### src/rtl/txh_pkg.sv
package txh_pkg;

    localparam int ID_W      = 29;
    localparam int STD_W     = 11;
    localparam int DLC_W     = 4;
    localparam int MAX_BYTES = 8;
    localparam int DATA_W    = MAX_BYTES * 8;
    localparam int NB_W      = $clog2(MAX_BYTES + 1);

    typedef enum logic [2:0] {
        ST_SYNC,
        ST_STOP,
        ST_IDLE,
        ST_WAIT,
        ST_ACTIVE,
        ST_HOLD
    } txh_state_e;

    typedef struct packed {
        logic [ID_W-1:0]   id;
        logic              ide;
        logic              rtr;
        logic [DLC_W-1:0]  dlc;
        logic [DATA_W-1:0] data;
    } txh_msg_t;

    typedef struct packed {
        logic [ID_W-1:0]   id;
        logic              ide;
        logic              rtr;
        logic [DLC_W-1:0]  dlc;
        logic [NB_W-1:0]   nbytes;
        logic [DATA_W-1:0] data;
    } txh_frame_t;

    function automatic logic [NB_W-1:0] payload_len(input logic [DLC_W-1:0] code,
                                                   input logic remote);
        logic [NB_W-1:0] len;
        if (remote)
            len = '0;
        else if (int'(code) > MAX_BYTES)
            len = NB_W'(MAX_BYTES);
        else
            len = NB_W'(code);
        return len;
    endfunction

    function automatic logic [ID_W-1:0] place_id(input logic [ID_W-1:0] raw,
                                                input logic extended);
        logic [ID_W-1:0] v;
        if (extended)
            v = raw;
        else
            v = {{(ID_W-STD_W){1'b0}}, raw[ID_W-1 -: STD_W]};
        return v;
    endfunction

endpackage

### src/rtl/txh_norm.sv
module txh_norm
    import txh_pkg::*;
(
    input  txh_msg_t   msg,
    output txh_frame_t frm
);

    logic [NB_W-1:0]   len;
    logic [DATA_W-1:0] masked;

    assign len = payload_len(msg.dlc, msg.rtr);

    for (genvar b = 0; b < MAX_BYTES; b++) begin : g_byte
        assign masked[DATA_W-1-8*b -: 8] =
            (NB_W'(b) < len) ? msg.data[DATA_W-1-8*b -: 8] : 8'h00;
    end

    always_comb begin
        frm.id     = place_id(msg.id, msg.ide);
        frm.ide    = msg.ide;
        frm.rtr    = msg.rtr;
        frm.dlc    = msg.dlc;
        frm.nbytes = len;
        frm.data   = masked;
    end

endmodule

### src/rtl/txh_stop.sv
module txh_stop (
    input  logic clk,
    input  logic rst,
    input  logic set_ev,
    input  logic clr_ev,
    input  logic running,
    input  logic granting,
    output logic pend
);

    always_ff @(posedge clk) begin
        if (rst || clr_ev || granting || !running)
            pend <= 1'b0;
        else if (set_ev)
            pend <= 1'b1;
    end

endmodule

### src/rtl/txh_seq.sv
module txh_seq
    import txh_pkg::*;
(
    input  logic clk,
    input  logic rst,
    input  logic req,
    input  logic bus_idle,
    input  logic sync_done,
    input  logic clr_ev,
    input  logic pend,
    input  logic done,
    input  logic err,
    input  logic arb_lost,
    output logic launch,
    output logic granting,
    output logic running,
    output logic start,
    output logic rdy,
    output logic stopped
);

    txh_state_e st, st_nxt;
    logic       stop_due;
    logic       fault;

    assign stop_due = pend && !clr_ev && bus_idle;
    assign fault    = err || arb_lost;

    always_comb begin
        st_nxt   = st;
        launch   = 1'b0;
        granting = 1'b0;
        unique case (st)
            ST_SYNC: if (sync_done) st_nxt = ST_STOP;
            ST_STOP: if (clr_ev)    st_nxt = ST_IDLE;
            ST_IDLE: begin
                if (stop_due) begin
                    st_nxt   = ST_STOP;
                    granting = 1'b1;
                end else if (req) begin
                    st_nxt = ST_WAIT;
                end
            end
            ST_WAIT: begin
                if (stop_due) begin
                    st_nxt   = ST_STOP;
                    granting = 1'b1;
                end else if (!req) begin
                    st_nxt = ST_IDLE;
                end else if (bus_idle) begin
                    st_nxt = ST_ACTIVE;
                    launch = 1'b1;
                end
            end
            ST_ACTIVE: begin
                if (fault)     st_nxt = ST_WAIT;
                else if (done) st_nxt = ST_HOLD;
            end
            ST_HOLD: if (!req) st_nxt = ST_IDLE;
            default: st_nxt = ST_SYNC;
        endcase
    end

    always_ff @(posedge clk) begin
        if (rst) begin
            st    <= ST_SYNC;
            start <= 1'b0;
            rdy   <= 1'b0;
        end else begin
            st    <= st_nxt;
            start <= launch;
            rdy   <= (st == ST_ACTIVE) && done && !fault;
        end
    end

    assign stopped = (st == ST_STOP);
    assign running = (st != ST_SYNC) && (st != ST_STOP);

endmodule

### src/rtl/can_tx_handshake.sv
module can_tx_handshake
    import txh_pkg::*;
(
    input  logic              clk,
    input  logic              rst,
    input  logic              tx_req_i,
    input  logic [ID_W-1:0]   tx_id_i,
    input  logic              tx_ide_i,
    input  logic              tx_rtr_i,
    input  logic [DLC_W-1:0]  tx_dlc_i,
    input  logic [DATA_W-1:0] tx_data_i,
    output logic              tx_rdy_o,
    input  logic              stop_set_i,
    input  logic              stop_clr_i,
    output logic              stop_pend_o,
    output logic              stop_gnt_o,
    input  logic              bus_idle_i,
    input  logic              sync_done_i,
    output logic              fr_start_o,
    output logic [ID_W-1:0]   fr_id_o,
    output logic              fr_ide_o,
    output logic              fr_rtr_o,
    output logic [DLC_W-1:0]  fr_dlc_o,
    output logic [NB_W-1:0]   fr_nbytes_o,
    output logic [DATA_W-1:0] fr_data_o,
    input  logic              fr_done_i,
    input  logic              fr_err_i,
    input  logic              fr_arb_lost_i
);

    txh_msg_t   msg_in;
    txh_frame_t frm_nxt;
    txh_frame_t frm_q;
    logic       launch;
    logic       granting;
    logic       running;
    logic       pend;

    assign msg_in = '{id: tx_id_i, ide: tx_ide_i, rtr: tx_rtr_i,
                      dlc: tx_dlc_i, data: tx_data_i};

    txh_norm u_norm (
        .msg (msg_in),
        .frm (frm_nxt)
    );

    txh_stop u_stop (
        .clk      (clk),
        .rst      (rst),
        .set_ev   (stop_set_i),
        .clr_ev   (stop_clr_i),
        .running  (running),
        .granting (granting),
        .pend     (pend)
    );

    txh_seq u_seq (
        .clk       (clk),
        .rst       (rst),
        .req       (tx_req_i),
        .bus_idle  (bus_idle_i),
        .sync_done (sync_done_i),
        .clr_ev    (stop_clr_i),
        .pend      (pend),
        .done      (fr_done_i),
        .err       (fr_err_i),
        .arb_lost  (fr_arb_lost_i),
        .launch    (launch),
        .granting  (granting),
        .running   (running),
        .start     (fr_start_o),
        .rdy       (tx_rdy_o),
        .stopped   (stop_gnt_o)
    );

    always_ff @(posedge clk) begin
        if (rst)
            frm_q <= '0;
        else if (launch)
            frm_q <= frm_nxt;
    end

    assign stop_pend_o = pend;
    assign fr_id_o     = frm_q.id;
    assign fr_ide_o    = frm_q.ide;
    assign fr_rtr_o    = frm_q.rtr;
    assign fr_dlc_o    = frm_q.dlc;
    assign fr_nbytes_o = frm_q.nbytes;
    assign fr_data_o   = frm_q.data;

endmodule

### config.mk
export PLATFORM = sky130hd
export DESIGN_NAME = can_tx_handshake
export DESIGN_NICKNAME = d
export VERILOG_FILES = /design/src/rtl/txh_pkg.sv /design/src/rtl/txh_norm.sv /design/src/rtl/txh_stop.sv /design/src/rtl/txh_seq.sv /design/src/rtl/can_tx_handshake.sv
export SDC_FILE = /design/constraint.sdc
export NUM_CORES = 1
export LEC_CHECK = 0
export BUFFER_PORTS_ARGS = -buffer_cell sky130_fd_sc_hd__buf_2
export CAP_MARGIN = 20
export CORE_UTILIZATION = 40
export DETAILED_ROUTE_END_ITERATION = 16
export PLACE_DENSITY = 0.76
export REMOVE_ABC_BUFFERS = 1
export SLEW_MARGIN = 0
export SYNTH_ARGS = -nofsm -noshare
export SYNTH_HDL_FRONTEND = slang
export SYNTH_SLANG_ARGS = --single-unit
### constraint.sdc
create_clock -name clk -period 1.5 [get_ports clk]
set_input_delay 0.3 -clock clk [delete_from_list [all_inputs] [get_ports clk]]
set_output_delay 0.3 -clock clk [all_outputs]
set_load 0.05 [all_outputs]
# Yosys cells after proc, flatten, opt, wreduce, memory -nomap -nowiden
# Cells that the tools add are included.
# op_classes
n_addsub	0
eq_ne	12
order_cmp	9
n_bitwise	0
n_shift	0
mux	28
reduce_logical	16
multipliers	0
n_div	0
# ops
cell	n
8-bit 2-to-1 mux	8
3-bit 2-to-1 mux	10
29-bit 2-to-1 mux	1
3-bit case mux with 6 select lines	1
3-bit by 4-bit less-than comparator with 1-bit output (first input constant)	4
1-bit by 4-bit less-than comparator with 1-bit output (first input constant)	2
2-bit by 4-bit less-than comparator with 1-bit output (first input constant)	2
4-bit 2-to-1 mux	2
3-bit by 2-bit equality test with 1-bit output (second input constant)	2
3-bit equality test (second input constant)	2
1-bit 2-to-1 mux	6
2-bit != test (second input constant)	3
3-bit by 2-bit != test with 1-bit output (second input constant)	2
6-bit AND reduction	1
1-bit logical AND	5
4-bit greater-than comparator (second input constant)	1
1-bit logical OR	4
4-bit by 3-bit != test with 1-bit output (second input constant)	1
3-bit by 1-bit equality test with 1-bit output (second input constant)	1
1-bit logical NOT	3
3-bit logical NOT	1
3-bit by 1-bit != test with 1-bit output (second input constant)	1
3-bit nonzero test	1
2-bit OR reduction	1
# totals
rom_bits	0
mem_bits_rw	0
ff_bits	109
inputBits	109
latchBits	0
memories	0
elab_cells	75

# Logic depth before layout (Yosys ltp)
# depth
word_depth	7
ltp_mapped	8
depth_no_buf	4

# Modules after synthesis
# From an unflattened synthesis, not the netlist that was laid out.
# unflattened
cells_unflattened	503
area_unflattened_um2	5018.6
# by_module_without_submodules
module	area_each_um2	cells_each	n_inst
can_tx_handshake	3712.3	332	1
txh_norm	899.6	123	1
txh_seq	364.1	45	1
txh_stop	42.5	3	1

# Worst setup path before layout
# OpenSTA, ideal clock, no wires.
# synth_path
path_kind	reg-to-reg
startpoint	reg u_stop.pend
endpoint	reg frm_q, in the netlist fr_data_o[4]
arrival_time_ns	1.654
stages_incl_launch_ff	7
slack_ns	-0.224
path_cell_list	dfxtp_1 nand2b_1 nand4_1 buf_2 clkbuf_1 nand2_1 a21oi_1
# synth_between
elab_chain_len	4
# synth_rtl
element	line	rtl
from (decl)	txh_stop.sv:8	output logic pend
from (signal assigned)	txh_stop.sv:13	pend <= 1'b0;
from (signal assigned)	txh_stop.sv:15	pend <= 1'b1;
1-bit logical AND (2 in a row)	txh_seq.sv:26	assign stop_due = pend && !clr_ev && bus_idle;
1-bit 2-to-1 mux	txh_seq.sv:45	if (stop_due) begin
1-bit 2-to-1 mux	txh_seq.sv:33	unique case (st)
to (signal assigned)	can_tx_handshake.sv:80	frm_q <= frm_nxt;
to (decl)	can_tx_handshake.sv:33	txh_frame_t frm_q;
# Every way passes these cells.
# A chain may end at the register's enable or synchronous reset.

# Worst setup path in the final report
# layout_path
startpoint	reg u_seq.st[1]
endpoint	out stop_gnt_o
# layout_between
elab_chain_len	1
# layout_rtl
element	line	rtl
from (decl)	txh_seq.sv:22	txh_state_e st, st_nxt;
from (signal assigned)	txh_seq.sv:70	st <= st_nxt;
3-bit by 1-bit equality test with 1-bit output	txh_seq.sv:76	assign stopped = (st == ST_STOP);
to (decl)	can_tx_handshake.sv:16	output logic stop_gnt_o,
# Every way passes these cells.

==> flow_metrics.py <==
metrics = {
    "timing": {
        "slew_headroom_pct": 55.8,
        "final_max_slew_viol_count": 0,
        "period_share_pct": 103,
        "rsz0062_at_grt": "true",
        "skew_ns": 0.0168,
        "worstMarginPinSlew_ns": 0.658,
        "setup_viol": 7,
        "setup_ws_ns": -0.0417,
        "fmax_mhz": 649,
        "hold_viol": 0,
        "finalCriticalPeriod_ns": 1.54,
        "setup_tns_ns": -0.139,
    },
    "placed_design": {
        "dpl_cell_area_um2": 5320,
        "routabilityCongestion": 0.838,
        "dp_slack_ns": -0.157,
        "io_buffers": 215,
        "place_hpwl_mm": 8.48,
    },
    "pwr": {
        "max-vdd-ir-drop_v": 0.000555,
        "p_per_area_nw_per_um2": 1080,
        "cellLeakagePower_uw": 0.00277,
    },
    "routing": {
        "drtIter0Drc": 116,
        "vias": 4028,
        "ant_nets": 0,
        "drt-total-wl_mm": 12.1,
        "drtPass1Iterations": 4,
        "routedWlPerCell_um": 15.6,
        "viasPerCell": 5.20,
        "drc": 0,
    },
    "final_layout": {
        "final_cell_mix": "buf_2, dfxtp_1, a22o_1",
        "layout-drive-gt1-share_pct": 47.6,
        "fin_area_um2": 5870,
        "seq_area_um2": 2190,
        "nets": 749,
        "syn2layout_area_growth_pct": 48.3,
        "fill_cells": 828,
        "multiInputGateArea_um2": 1710,
        "final_common_cell": "buf_2",
        "final_util_pct": 62.3,
    },
    "floorplan": {
        "die_x_um": 101,
        "die_h_um": 101,
        "num_rows": 35,
        "dieArea_um2": 10300,
        "initial_core_util_pct": 42.0,
        "ioPinCount": 216,
        "core-area_um2": 9420,
    },
    "global_routing": {
        "overflow": 0,
        "grt_util_all_layers_pct": 22.3,
        "grt_first_pass_wirelength_mm": 17.9,
        "antenna_found_initial": 1,
        "grt_max_degree": 44,
        "first_global_vias": 3789,
    },
    "critical_path": {
        "crit_path_top_delay_cell": "dfxtp_4",
        "crit_required_ns": 1.20,
        "start_kind": "register",
        "crit_chain": "buf_6 > nor2_4 > and2_4 > buf_8",
        "end_kind": "primary output",
        "crit_arrival_ns": 1.24,
        "criticalPathCategory": "reg2out",
        "critical_path.max_stage_delay_ns": 0.37,
        "cp_max_fo": 4,
    },
    "synthesis": {
        "async_flop_share_pct": 0,
        "yosys.area_share.adder_pct": 0,
        "synth_compound_area_share_pct": 22.2,
        "yosysUniqueCellTypes": 36,
        "synthMuxAreaShare_pct": 3.04,
        "syn_inst": 395,
        "synth_area_leader_cell": "dfxtp_1",
        "synth-seq-area-share_pct": 55.2,
        "synth_top_cell_area_share_pct": 55.2,
        "yosys_most_used_dff": "dfxtp_1",
        "ys_ff_latch": 109,
        "syn_avg_cell_area_um2": 10.0,
        "ys_warn_count": 0,
        "ys_top_cells_by_area": "dfxtp_1, a22o_1, a21oi_1, nand2_1, nand3_1",
        "synth_top_family_by_area": "compound AO/OA/AOI/OAI gates",
        "syn_area_um2": 3960,
        "synth_edf_count": 0,
        "synth_xor_area_share_pct": 0,
        "synthSimpleGateAreaFrac_pct": 15.2,
    },
    "clock_tree": {
        "cts.clk_slew.worst_paths_ns": 0.12,
        "numCtsBuffers": 9,
        "h-tree-depth": 3,
        "clockBufferDepth": 2,
        "clock_insertion_delay_worst_skew_ns": 0.37,
        "clock_sinks": 109,
        "tritoncts": "yes",
        "cts-root-buf": "clkbuf_8",
    },
    "run": {
        "max_cap_viol_count": 0,
    },
    "status": {
        "status": "finished with violations",
        "violations": "negative setup slack",
    },
    "worst_hold_path": {
        "min_path_type": "in2reg",
    },
}
[worst max-delay path, delay by kind of cell, from the launching register on]
kind | cells | cell delay [ns]
DFF | 1 | 0.37
buffers and inverters | 2 | 0.25
and+or+nand+nor | 2 | 0.25
[path summary, 6_finish.rpt]
check / from / to / slack (ns) / depth (start not counted)
worst max-delay path: u_seq.st[1] / stop_gnt_o / -0.04 / 4
worst min-delay path: tx_data_i[34] / fr_data_o[34] / 0.13 / 2
worst max register to register: u_seq.st[1] / u_seq.st[2] / -0.04 / 5
worst min register to register: fr_nbytes_o[3] / fr_nbytes_o[3] / 0.46 / 2
[power breakdown]
part           internal [uW]  switching (uW)
Combinational            719             811
Clock                    663            1100
Sequential              3000            75.1
Total                   4380            1980
[state kept, by name (all words and copies together), names as in the netlist]
name and flops:
fr_data_o 64, fr_id_o 29, fr_dlc_o 4, fr_nbytes_o 4
u_seq.st 3, fr_ide_o 1, fr_rtr_o 1, u_seq.rdy 1
u_seq.start 1, u_stop.pend 1
[metal layers]
metal,track usage (%),share of wire [%],vias to the layer above,routed length [um]
met5,0,0,-,0
met4,6.47,1.4,0,165
met3,7.18,8.3,15,999
met2,39.0,48,178,5830
met1,26.0,42,1895,5100
li1,-,-,1940,-
[Yosys cell counts (2+ instances only)]
| library cell | n |
|---|---|
| buf_4 | 2 |
| dfxtp_1 | 109 |
| nand2b_1 | 2 |
| clkbuf_1 | 12 |
| nor2_1 | 22 |
| nand4_1 | 2 |
| buf_2 | 8 |
| inv_1 | 2 |
| buf_6 | 6 |
| and2_1 | 2 |
| nor2b_1 | 2 |
| a21oi_2 | 2 |
| nand2_1 | 48 |
| mux2i_1 | 12 |
| a22o_1 | 56 |
| a21oi_1 | 41 |
| nand3_1 | 32 |
| a41oi_1 | 2 |
| nor3b_1 | 2 |
| o21ai_0 | 3 |
| a211oi_1 | 12 |
| and4_1 | 2 |
[through the flow]
stage	cells	total power, uW	hold WS, ns
2_1_floorplan	367	3740	0.369
3_3_place_gp	745	4290	0.436
3_5_place_dp	745	4310	0.443
4_1_cts	762	6230	0.106
5_1_grt	774	6640	0.0987
6_report	775	6360	0.125
[area by class of cell]
| cell class | count | share of cell area, % |
|---|---|---|
| Multi-Input combinational cell | 256 | 29.1 |
| Inverter | 2 | 0.128 |
| Timing Repair Buffer | 262 | 27.2 |
| Clock inverter | 7 | 1.28 |
| Tap cell | 129 | 2.75 |
| Clock buffer | 9 | 2.11 |
| Sequential cell | 109 | 37.4 |
| Antenna cell | 1 | 0.0427 |
[what timing repair did]
item	4_1_cts	5_1_grt
pin swaps	6	50
setup buffers	0	6
gates cloned	1	6
endpoints found under the setup margin	83	83
hold buffers	0	0
gates resized for setup	22	20
[cell families after synthesis]
| family | count (synthesis) |
|---|---|
| compound gates | 121 |
| buf+inv | 30 |
| flops | 109 |
| mux | 12 |
| simple gates | 123 |
Note: power is estimated with default switching activity, not from simulation.
